==> config.mk <==
export PLATFORM = sky130hd
export DESIGN_NAME = icu_top
export DESIGN_NICKNAME = d
export VERILOG_FILES = /design/src/rtl/icu_pkg.sv /design/src/rtl/icu_level.sv /design/src/rtl/icu_swreq.sv /design/src/rtl/icu_regif.sv /design/src/rtl/icu_top.sv
export SDC_FILE = /design/constraint.sdc
export NUM_CORES = 1
export LEC_CHECK = 0
export BUFFER_PORTS_ARGS = -buffer_cell sky130_fd_sc_hd__buf_2
export CAP_MARGIN = 20
export CORE_ASPECT_RATIO = 0.6
export CORE_MARGIN = 2
export CORE_UTILIZATION = 35
export CTS_CLUSTER_DIAMETER = 200
export DETAILED_ROUTE_END_ITERATION = 8
export PLACE_DENSITY = 0.56
export SLEW_MARGIN = 10
export SYNTH_ARGS = -nofsm -noshare
export SYNTH_HDL_FRONTEND = slang
export SYNTH_SLANG_ARGS = --single-unit
==> constraint.sdc <==
create_clock -name clk -period 2.8 [get_ports clk]
set_clock_uncertainty 0.05 [all_clocks]
set_input_delay 0.7 -clock clk [delete_from_list [all_inputs] [get_ports clk]]
set_output_delay 0.7 -clock clk [all_outputs]
set_load 0.03 [all_outputs]
==> src/rtl/icu_pkg.sv <==
package icu_pkg;
  localparam int NUM_LVL = 2;
  localparam int LVL_IRQ = 0;
  localparam int LVL_FIQ = 1;
  localparam int REG_AW  = 4;
  localparam int LVL_STRIDE = 4;

  // offsets inside one level's register group
  localparam logic [REG_AW-1:0] OFS_STAT = 4'd0;
  localparam logic [REG_AW-1:0] OFS_RAW  = 4'd1;
  localparam logic [REG_AW-1:0] OFS_EN   = 4'd2;
  localparam logic [REG_AW-1:0] OFS_DIS  = 4'd3;

  typedef enum logic [REG_AW-1:0] {
    A_IRQ_STAT = 4'd0,
    A_IRQ_RAW  = 4'd1,
    A_IRQ_EN   = 4'd2,
    A_IRQ_DIS  = 4'd3,
    A_FIQ_STAT = 4'd4,
    A_FIQ_RAW  = 4'd5,
    A_FIQ_EN   = 4'd6,
    A_FIQ_DIS  = 4'd7,
    A_SWREQ    = 4'd8
  } icu_addr_e;

  function automatic logic [REG_AW-1:0] lvl_addr(input int lvl,
                                                 input logic [REG_AW-1:0] ofs);
    return REG_AW'(lvl * LVL_STRIDE) + ofs;
  endfunction
endpackage

==> src/rtl/icu_level.sv <==
module icu_level #(
  parameter int NSRC = 32
) (
  input  logic            clk,
  input  logic            rst_n,
  input  logic [NSRC-1:0] src_i,
  input  logic            set_we,
  input  logic            clr_we,
  input  logic [NSRC-1:0] wdata,
  input  logic            force_i,
  output logic [NSRC-1:0] en_q,
  output logic [NSRC-1:0] stat_o,
  output logic            req_o
);
  logic [NSRC-1:0] en_d;

  always_comb begin
    en_d = en_q;
    if (set_we) en_d = en_d | wdata;
    if (clr_we) en_d = en_d & ~wdata;
  end

  always_ff @(posedge clk or negedge rst_n) begin
    if (!rst_n) en_q <= '0;
    else        en_q <= en_d;
  end

  assign stat_o = src_i & en_q;
  assign req_o  = (|stat_o) | force_i;
endmodule

==> src/rtl/icu_swreq.sv <==
module icu_swreq #(
  parameter int NLVL = 2
) (
  input  logic            clk,
  input  logic            rst_n,
  input  logic            we,
  input  logic [NLVL-1:0] wdata,
  output logic [NLVL-1:0] req_q
);
  always_ff @(posedge clk or negedge rst_n) begin
    if (!rst_n)  req_q <= '0;
    else if (we) req_q <= wdata;
  end
endmodule

==> src/rtl/icu_regif.sv <==
module icu_regif
  import icu_pkg::*;
#(
  parameter int NSRC = 32
) (
  input  logic              bus_sel,
  input  logic              bus_we,
  input  logic [REG_AW-1:0] bus_addr,
  input  logic [NSRC-1:0]   src_i,
  input  logic [NSRC-1:0]   lvl_en   [NUM_LVL],
  input  logic [NSRC-1:0]   lvl_stat [NUM_LVL],
  input  logic [NUM_LVL-1:0] swreq_q,
  output logic [NUM_LVL-1:0] set_we,
  output logic [NUM_LVL-1:0] clr_we,
  output logic              swreq_we,
  output logic [NSRC-1:0]   bus_rdata
);
  logic wr;
  assign wr = bus_sel && bus_we;

  for (genvar l = 0; l < NUM_LVL; l++) begin : g_dec
    assign set_we[l] = wr && (bus_addr == lvl_addr(l, OFS_EN));
    assign clr_we[l] = wr && (bus_addr == lvl_addr(l, OFS_DIS));
  end

  assign swreq_we = wr && (bus_addr == A_SWREQ);

  always_comb begin
    bus_rdata = '0;
    if (bus_sel && !bus_we) begin
      for (int l = 0; l < NUM_LVL; l++) begin
        if (bus_addr == lvl_addr(l, OFS_STAT)) bus_rdata = lvl_stat[l];
        if (bus_addr == lvl_addr(l, OFS_RAW))  bus_rdata = src_i;
        if (bus_addr == lvl_addr(l, OFS_EN))   bus_rdata = lvl_en[l];
      end
      if (bus_addr == A_SWREQ) bus_rdata[NUM_LVL-1:0] = swreq_q;
    end
  end
endmodule

==> src/rtl/icu_top.sv <==
module icu_top
  import icu_pkg::*;
#(
  parameter int NSRC = 32
) (
  input  logic              clk,
  input  logic              rst_n,
  input  logic [NSRC-1:0]   src_i,
  input  logic              bus_sel,
  input  logic              bus_we,
  input  logic [REG_AW-1:0] bus_addr,
  input  logic [NSRC-1:0]   bus_wdata,
  output logic [NSRC-1:0]   bus_rdata,
  output logic              irq_o,
  output logic              fiq_o
);
  logic [NSRC-1:0]    lvl_en   [NUM_LVL];
  logic [NSRC-1:0]    lvl_stat [NUM_LVL];
  logic [NUM_LVL-1:0] lvl_req;
  logic [NUM_LVL-1:0] set_we;
  logic [NUM_LVL-1:0] clr_we;
  logic [NUM_LVL-1:0] swreq_q;
  logic               swreq_we;

  icu_regif #(.NSRC(NSRC)) u_regif (
    .bus_sel  (bus_sel),
    .bus_we   (bus_we),
    .bus_addr (bus_addr),
    .src_i    (src_i),
    .lvl_en   (lvl_en),
    .lvl_stat (lvl_stat),
    .swreq_q  (swreq_q),
    .set_we   (set_we),
    .clr_we   (clr_we),
    .swreq_we (swreq_we),
    .bus_rdata(bus_rdata)
  );

  icu_swreq #(.NLVL(NUM_LVL)) u_swreq (
    .clk  (clk),
    .rst_n(rst_n),
    .we   (swreq_we),
    .wdata(bus_wdata[NUM_LVL-1:0]),
    .req_q(swreq_q)
  );

  for (genvar l = 0; l < NUM_LVL; l++) begin : g_lvl
    icu_level #(.NSRC(NSRC)) u_level (
      .clk    (clk),
      .rst_n  (rst_n),
      .src_i  (src_i),
      .set_we (set_we[l]),
      .clr_we (clr_we[l]),
      .wdata  (bus_wdata),
      .force_i(swreq_q[l]),
      .en_q   (lvl_en[l]),
      .stat_o (lvl_stat[l]),
      .req_o  (lvl_req[l])
    );
  end

  assign irq_o = lvl_req[LVL_IRQ];
  assign fiq_o = lvl_req[LVL_FIQ];
endmodule

==> implementation parameters, run 1 <==
Parameter                              Value

Timing
  Number of pins with negative max-slew slack in the final report ... 0
  Final setup violating endpoints ... 1
  Period utilisation layout ... 101%
  Worst slew pin tran ... about 670 ps
  Max frequency ... ~0.35 GHz
  Worst hold-check slack ... 346 ps
  Final-layout setup total negative slack ... -30.3 ps
  Final hold vios ... 0
  Slack of the critical path ... -30.3 ps
  Slew headroom ... 55.6%
  Post-layout minimum cycle time ... between 2000 and 3000 ps
  Unrepaired setup endpoints after global routing ... true

Detailed routing
  Vias per cell ... approximately 6.3
  Post-Route WL ... 18,100 um
  Post-route DRC violation count ... 0
  Via Count ... ~5,200
  Detailed Route Iter0 Violations ... slightly below 700
  Routed WL per cell ... ~22 um
  Number of search-and-repair iterations in the first detailed-routing pass ... 7
  Antenna Nets Post-Route ... 0

Critical path
  Critical Path Source Type ... primary input
  Ordered list of cells on the worst path ... buf_6, a22o_1, a221oi_2, buf_4, nand4_1, or3_4, buf_6
  Critical path arrival ... 2080 ps
  CP Depth ... 7
  Largest delay share family, worst path ... compound AO/OA/AOI/OAI gates
  Capturing point of the worst reg2reg path ... u_swreq.req_q[1]$_DFFE_PN0P_
  Count of buffer and inverter cells on the critical path ... 3
  Setup Crit Path Kind ... in2out
  Maximum fanout along the worst path ... 2
  Longest individual stage delay on the worst path ... 360 ps
  Worst setup path startpoint ... src_i[13]
  Worst R2R Start ... u_swreq.req_q[1]$_DFFE_PN0P_
  Slowest-stage cell, CP ... sky130_fd_sc_hd__or3_4
  Worst reg-to-reg setup slack ... ~1900 ps
  CP most frequent cell ... sky130_fd_sc_hd__buf_6
  Critical path required time ... 2050 ps
  CP Capture Type ... primary output
  Capturing element of the worst setup path ... irq_o
  R2R cell count ... 1

Global routing
  Total congestion overflow after global routing ... 0
  Maximum number of pins on one net before global-route repair ... 41
  All-Layer GR Usage ... between 20% and 30%
  Number of antenna violations at the first check in global routing ... 1
  Global-route wire length before repair ... approximately 27,000 um
  Via count of the first global-routing pass ... between 4,000 and 5,000

Pwr
  Proportion of power drawn by flip-flops and latches ... between 40% and 50%
  Power per standard cell area ... 562 mW/mm^2
  Psw ... 1.09 mW
  Fraction of power consumed by the clock network ... a little over a third
  Switching part of the total ... 32.8%
  Total chip power ... roughly 3.3 mW
  Comb power frac ... ~23%
  Total internal power ... about 2.2 mW
  Leak ... about 2.5 nW
  Largest voltage drop on the vdd net ... 0.300 mV

Synthesis
  Primary FF master, synth ... sky130_fd_sc_hd__dfrtp_1
  Synth Net Count ... 607
  Synth cell types ... 33
  Share of the synthesized area in the top cell type ... a little under two fifths
  Post-synthesis cell type with the largest combined area ... sky130_fd_sc_hd__dfrtp_1
  Yosys synthesis warning count ... 0
  Async set or reset register ratio after synthesis ... 100%
  Number of synthesized flops with an enable pin ... 0
  Dominant cells by area after synthesis ... sky130_fd_sc_hd__dfrtp_1 (37%), sky130_fd_sc_hd__a21oi_1 (19%), sky130_fd_sc_hd__nor2b_1 (8.6%)
  Synthesis-stage register bit count ... 66
  Synth Instances ... approximately 540
  Area of the mapped netlist ... approximately 0.0044 mm^2
  Sequential fraction of the synthesis area ... about 37%
  Post-Syn Area per Cell ... ~8.3 um^2

CTS
  Number of CTS-inserted buffers ... 9
  Master cell of the clock root buffer ... sky130_fd_sc_hd__clkbuf_16
  Number of H-tree levels ... 3
  Clock Pin Slew Worst Setup and Hold Paths ... 50 ps
  TritonCTS clock tree ... yes
  Skew-Pair Late Insertion Delay ... between 300 and 400 ps
  Number of buffers added to fix hold violations after cts ... 0
  Bufs on Longest Clock Path ... 2
  Clock sink total ... 66

Cells and area
  Ratio of cells with drive above 1 in the final layout ... just under 30%
  Number of nets in the layout ... just over 700
  Antenna cell count ... 0
  Area grow syn2layout ... 33.6%
  Final instance count without filler cells ... between 800 and 900

Placement
  Pre-CTS setup slack ... -185 ps
  Placer's final routability congestion estimate ... just over 0.9
  Number of input and output port buffers inserted ... roughly 110
  DP HPWL ... 12,500 um
  Cell total after placement ... around 800

Floorplanning
  Placement row count ... 31
  Area of the core region ... around 0.012 mm^2
  Horizontal die dimension ... 149 um
  Count of boundary I/O pins ... around 110
  Area of the die ... between 0.01 and 0.015 mm^2
  Initial Util ... between 30 and 40%
  Vertical extent of the die ... 91.2 um

Min path
  Path type of the worst min-delay path ... in2async

Run status
  Run status ... finished with violations
  Failing checks ... setup timing

Run
  Reported max-cap violation count ... 0
[logic make-up (layout without fill, tap and decap cells)]
logic type | after synthesis | count (layout) | synth area share (%)
AO/OA/AOI/OAI | 324 | 324 | 43.4
buffers and inverters | 46 | 169 | 4.85
flip-flops | 66 | 66 | 37.2
multiplexers | 2 | 2 | 0.507
AND/OR/NAND/NOR | 97 | 97 | 14.0
[metal layers]
metal  wire length (um)  track usage [%]
met3               1890             7.44
met2               7740             37.1
met1               8230             39.1
met4                261             5.79
met5                 13                0
[cell usage in the layout (no fill, tap or decap), drive strengths merged, types with 9 or more instances in the layout]
cell type / count
a221oi: 9
a21oi: 168
o21ai: 63
dfrtp: 66
a22o: 11
a21o: 29
nor2b: 61
buf: 150
a32oi: 31
clkbuf: 15
[cell usage after synthesis, types with 2 or more instances]
cell type	count
sky130_fd_sc_hd__a221oi_1	9
sky130_fd_sc_hd__a21o_1	29
sky130_fd_sc_hd__a21oi_1	168
sky130_fd_sc_hd__clkbuf_1	20
sky130_fd_sc_hd__dfrtp_1	66
sky130_fd_sc_hd__buf_4	5
sky130_fd_sc_hd__or3_1	2
sky130_fd_sc_hd__a22oi_1	8
sky130_fd_sc_hd__o21ai_1	2
sky130_fd_sc_hd__a22o_1	11
sky130_fd_sc_hd__nor3_1	6
sky130_fd_sc_hd__nor2_1	4
sky130_fd_sc_hd__nor2b_1	61
sky130_fd_sc_hd__nand3_1	2
sky130_fd_sc_hd__nand4_1	5
sky130_fd_sc_hd__nand3b_1	7
sky130_fd_sc_hd__a2bb2oi_1	2
sky130_fd_sc_hd__a32oi_1	31
sky130_fd_sc_hd__buf_1	2
sky130_fd_sc_hd__o21ai_0	61
sky130_fd_sc_hd__nor3_2	2
sky130_fd_sc_hd__mux2_1	2
sky130_fd_sc_hd__a222oi_1	2
sky130_fd_sc_hd__buf_2	19
[power groups by stage]
| stage | logic [mW] | clock network (mW) | registers [mW] |
|---|---|---|---|
| floorplan | 0.449 | 0 | 1.29 |
| detailed placement | 0.722 | 0 | 1.39 |
| global placement | 0.697 | 0 | 1.38 |
| global route | 0.849 | 1.23 | 1.41 |
| CTS | 0.742 | 1.19 | 1.38 |
| finish | 0.772 | 1.17 | 1.39 |
[stage by stage]
stage	instance area [um^2]	util, %
global route	5930	48.5
CTS	5780	47.3
detailed placement	5400	44.2
global placement	5400	44.2
floorplan	4440	-
finish	5930	48.5
[what timing repair did]
action                                  CTS  global route
gates resized for setup                  17            32
endpoints found under the setup margin   20            23
pin swaps                                 3             8
gates cloned                              0             1
buffers inserted                          0             3
[how the worst min path moves through the flow]
stage / end / cells past startpoint / startpoint
5_1_grt: asynchronous set/reset pin / 1 / rst_n
6_report: asynchronous set/reset pin / 1 / rst_n
2_1_floorplan: asynchronous set/reset pin / 0 / rst_n
3_3_place_gp: u_swreq.req_q[0]$_DFFE_PN0P_ / 1 / u_swreq.req_q[0]$_DFFE_PN0P_
4_1_cts: asynchronous set/reset pin / 1 / rst_n
3_5_place_dp: u_swreq.req_q[0]$_DFFE_PN0P_ / 1 / u_swreq.req_q[0]$_DFFE_PN0P_
[layout make-up]
class | count | area [um^2]
Clock buffer | 12 | 256
Fill cell | 1170 | 6290
Tap cell | 165 | 206
Multi-Input combinational cell | 423 | 2690
Sequential cell | 66 | 1650
Clock inverter | 4 | 50.0
Timing Repair Buffer | 153 | 1070
(Power assumes the default switching activity.)
==> inputs of run 2 (changes only) <==
Settings changed: PLACE_DENSITY 0.56 to default.
==> run 2 against run 1 <==
The flow still finishes with violations (setup timing). Sequential cell count stayed put. Final cell count grew 0.97%. Register-to-register slack hardly changed. Clock-buffer cell count shrank 3. Routed wire length is 0.29% lower. Combinational power rose by 3.4%. Maximum frequency is 0.20% lower. Setup slack lost 5.8 ps. Die area did not move. Critical path depth grew 1. Critical endpoint is now bus_rdata[28]. Largest power group unchanged. Highest routed layer unchanged.
==> implementation parameters, run 2 (synthesis gave the netlist of run 1 again) <==
Parameter                              Value

Timing
  Final setup violating endpoints ... 2
  Post-layout minimum cycle time ... approximately 2800 ps
  Worst slew pin tran ... 478 ps
  Period utilisation layout ... 101%
  Worst hold-check slack ... 313 ps
  Slack of the critical path ... -36.1 ps
  Slew headroom ... between 60% and 70%
  Max frequency ... about 0.35 GHz
  Unrepaired setup endpoints after global routing ... true
  Number of pins with negative max-slew slack in the final report ... 0
  Final hold vios ... 0
  Final-layout setup total negative slack ... -60.7 ps

Detailed routing
  Post-Route WL ... between 15,000 and 20,000 um
  Detailed Route Iter0 Violations ... about 560
  Antenna Nets Post-Route ... 0
  Routed WL per cell ... about 22 um
  Post-route DRC violation count ... 0
  Vias per cell ... between 6 and 7
  Via Count ... a little over 5,000
  Number of search-and-repair iterations in the first detailed-routing pass ... 5

Floorplanning
  Area of the core region ... between 0.01 and 0.015 mm^2
  Placement row count ... 31
  Initial Util ... 36.3%
  Area of the die ... 0.0136 mm^2
  Vertical extent of the die ... between 90 and 100 um
  Count of boundary I/O pins ... 106
  Horizontal die dimension ... approximately 150 um

Cells and area
  Post-layout utilization of the core ... 49.0%
  Most common library cell in the layout ignoring fill and taps ... sky130_fd_sc_hd__a21oi_1
  Area grow syn2layout ... 34.9%
  Area used by sequential logic in the layout ... about 0.0017 mm^2
  Number of nets in the layout ... between 700 and 800
  Number of filler cells placed in the layout ... between 1,000 and 1,500
  Area occupied by multi-input gates ... around 0.0027 mm^2
  Finished Cell Area ... 0.00599 mm^2
  Most used cells in the layout excluding fill and tap cells ... sky130_fd_sc_hd__a21oi_1 (164), sky130_fd_sc_hd__buf_2 (86), sky130_fd_sc_hd__dfrtp_1 (65)
  Ratio of cells with drive above 1 in the final layout ... around 30%

Pwr
  Power per standard cell area ... between 500 and 600 mW/mm^2
  Leak ... 2.49 nW
  Fraction of power consumed by the clock network ... about 34%
  Total internal power ... approximately 2.2 mW
  Psw ... 1.11 mW
  Comb power frac ... ~24%
  Total chip power ... approximately 3.3 mW
  Proportion of power drawn by flip-flops and latches ... 41.9%
  Switching part of the total ... 33.5%
  Largest voltage drop on the vdd net ... 0.254 mV

Run status
  Run status ... finished with violations
  Failing checks ... setup timing

CTS
  Skew-Pair Late Insertion Delay ... ~340 ps
  Number of CTS-inserted buffers ... 9
  Clock Pin Slew Worst Setup and Hold Paths ... about 60 ps
  Clock sink total ... 66
  Bufs on Longest Clock Path ... 2
  Number of H-tree levels ... 3
  Master cell of the clock root buffer ... sky130_fd_sc_hd__clkbuf_16
  Number of buffers added to fix hold violations after cts ... 0
  TritonCTS clock tree ... yes

Placement
  Number of input and output port buffers inserted ... ~110
  DP HPWL ... roughly 12,000 um
  Area after DPL ... about 0.0055 mm^2
  Placer's final routability congestion estimate ... slightly above 0.9

Global routing
  Via count of the first global-routing pass ... 4,858
  GRT Max-Usage Layer ... met1
  Maximum number of pins on one net before global-route repair ... 67
  Met1 capacity usage during global routing ... about two fifths
  Total congestion overflow after global routing ... 0
  Global-route track usage on met2 ... 37.9%
  Global-route wire length before repair ... roughly 28,000 um
  GRT met3 Usage ... a little under 8%
  Number of antenna violations at the first check in global routing ... 2
  All-Layer GR Usage ... around a quarter

Min path
  Path type of the worst min-delay path ... in2async

Critical path
  Critical path arrival ... ~2100 ps
  Critical path required time ... approximately 2100 ps
  Critical Path Source Type ... primary input
  Setup Crit Path Kind ... in2out
  Maximum fanout along the worst path ... 8
  CP Capture Type ... primary output

Run
  Reported max-cap violation count ... 0
==> run 2: stage by stage <==
step | setup slack (ps) | std cells
2_1_floorplan | 43.9 | 535
3_3_place_gp | -205 | 810
3_5_place_dp | -170 | 810
4_1_cts | 3.89 | 826
5_1_grt | -55.6 | 831
6_report | -36.1 | 831
==> run 2: path summary, 6_finish.rpt <==
path	end	slack [ps]	cells after the start	from
worst max-delay path	bus_rdata[28]	-40	8	bus_addr[2]
worst min register to register	u_swreq.req_q[0]$_DFFE_PN0P_	530	1	u_swreq.req_q[0]$_DFFE_PN0P_
min in group clk	flip-flop	520	2	bus_wdata[13]
max in group asynchronous	asynchronous set/reset pin	2050	2	rst_n
worst max register to register	u_swreq.req_q[1]$_DFFE_PN0P_	1900	1	u_swreq.req_q[1]$_DFFE_PN0P_
worst min-delay path	asynchronous set/reset pin	310	2	rst_n
==> run 2: area by class of cell <==
class                   instances  area share, %
flip-flops and latches         66           27.6
well taps                     165           3.45
diodes                          1         0.0418
clock buffers                   9           3.76
repair buffers                160           19.2
multi-input cells             423           44.8
clock inverters                 7           1.17
==> run 2: metal layers <==
metal / routed length (um) / up-vias
met3: 2020 / 33
met1: 8090 / 2473
met5: 11 / -
met4: 293 / 2
li1: - / 2310
met2: 7670 / 286
==> run 2: worst max-delay path: stages <==
cell                       delay (ps)
sky130_fd_sc_hd__buf_4            180
sky130_fd_sc_hd__nand2b_4          80
sky130_fd_sc_hd__nor3_4           220
sky130_fd_sc_hd__buf_6            150
sky130_fd_sc_hd__buf_12           130
sky130_fd_sc_hd__a32oi_1          100
sky130_fd_sc_hd__a21oi_1          260
sky130_fd_sc_hd__buf_2            260
==> run 2: what timing repair did <==
| item | CTS | global route |
|---|---|---|
| cloned | 0 | 1 |
| endpoints found under the setup margin | 16 | 22 |
| hold endpoints to repair | 0 | 0 |
| gates resized for setup | 23 | 30 |
| pin swaps | 2 | 11 |
| setup buffers | 0 | 3 |
==> run 2: power groups by stage <==
stage	clock, mW	combinational, mW	sequential, mW
floorplan	0	0.449	1.29
global placement	0	0.716	1.38
detailed placement	0	0.742	1.38
CTS	1.15	0.767	1.38
global route	1.20	0.881	1.41
finish	1.13	0.798	1.39
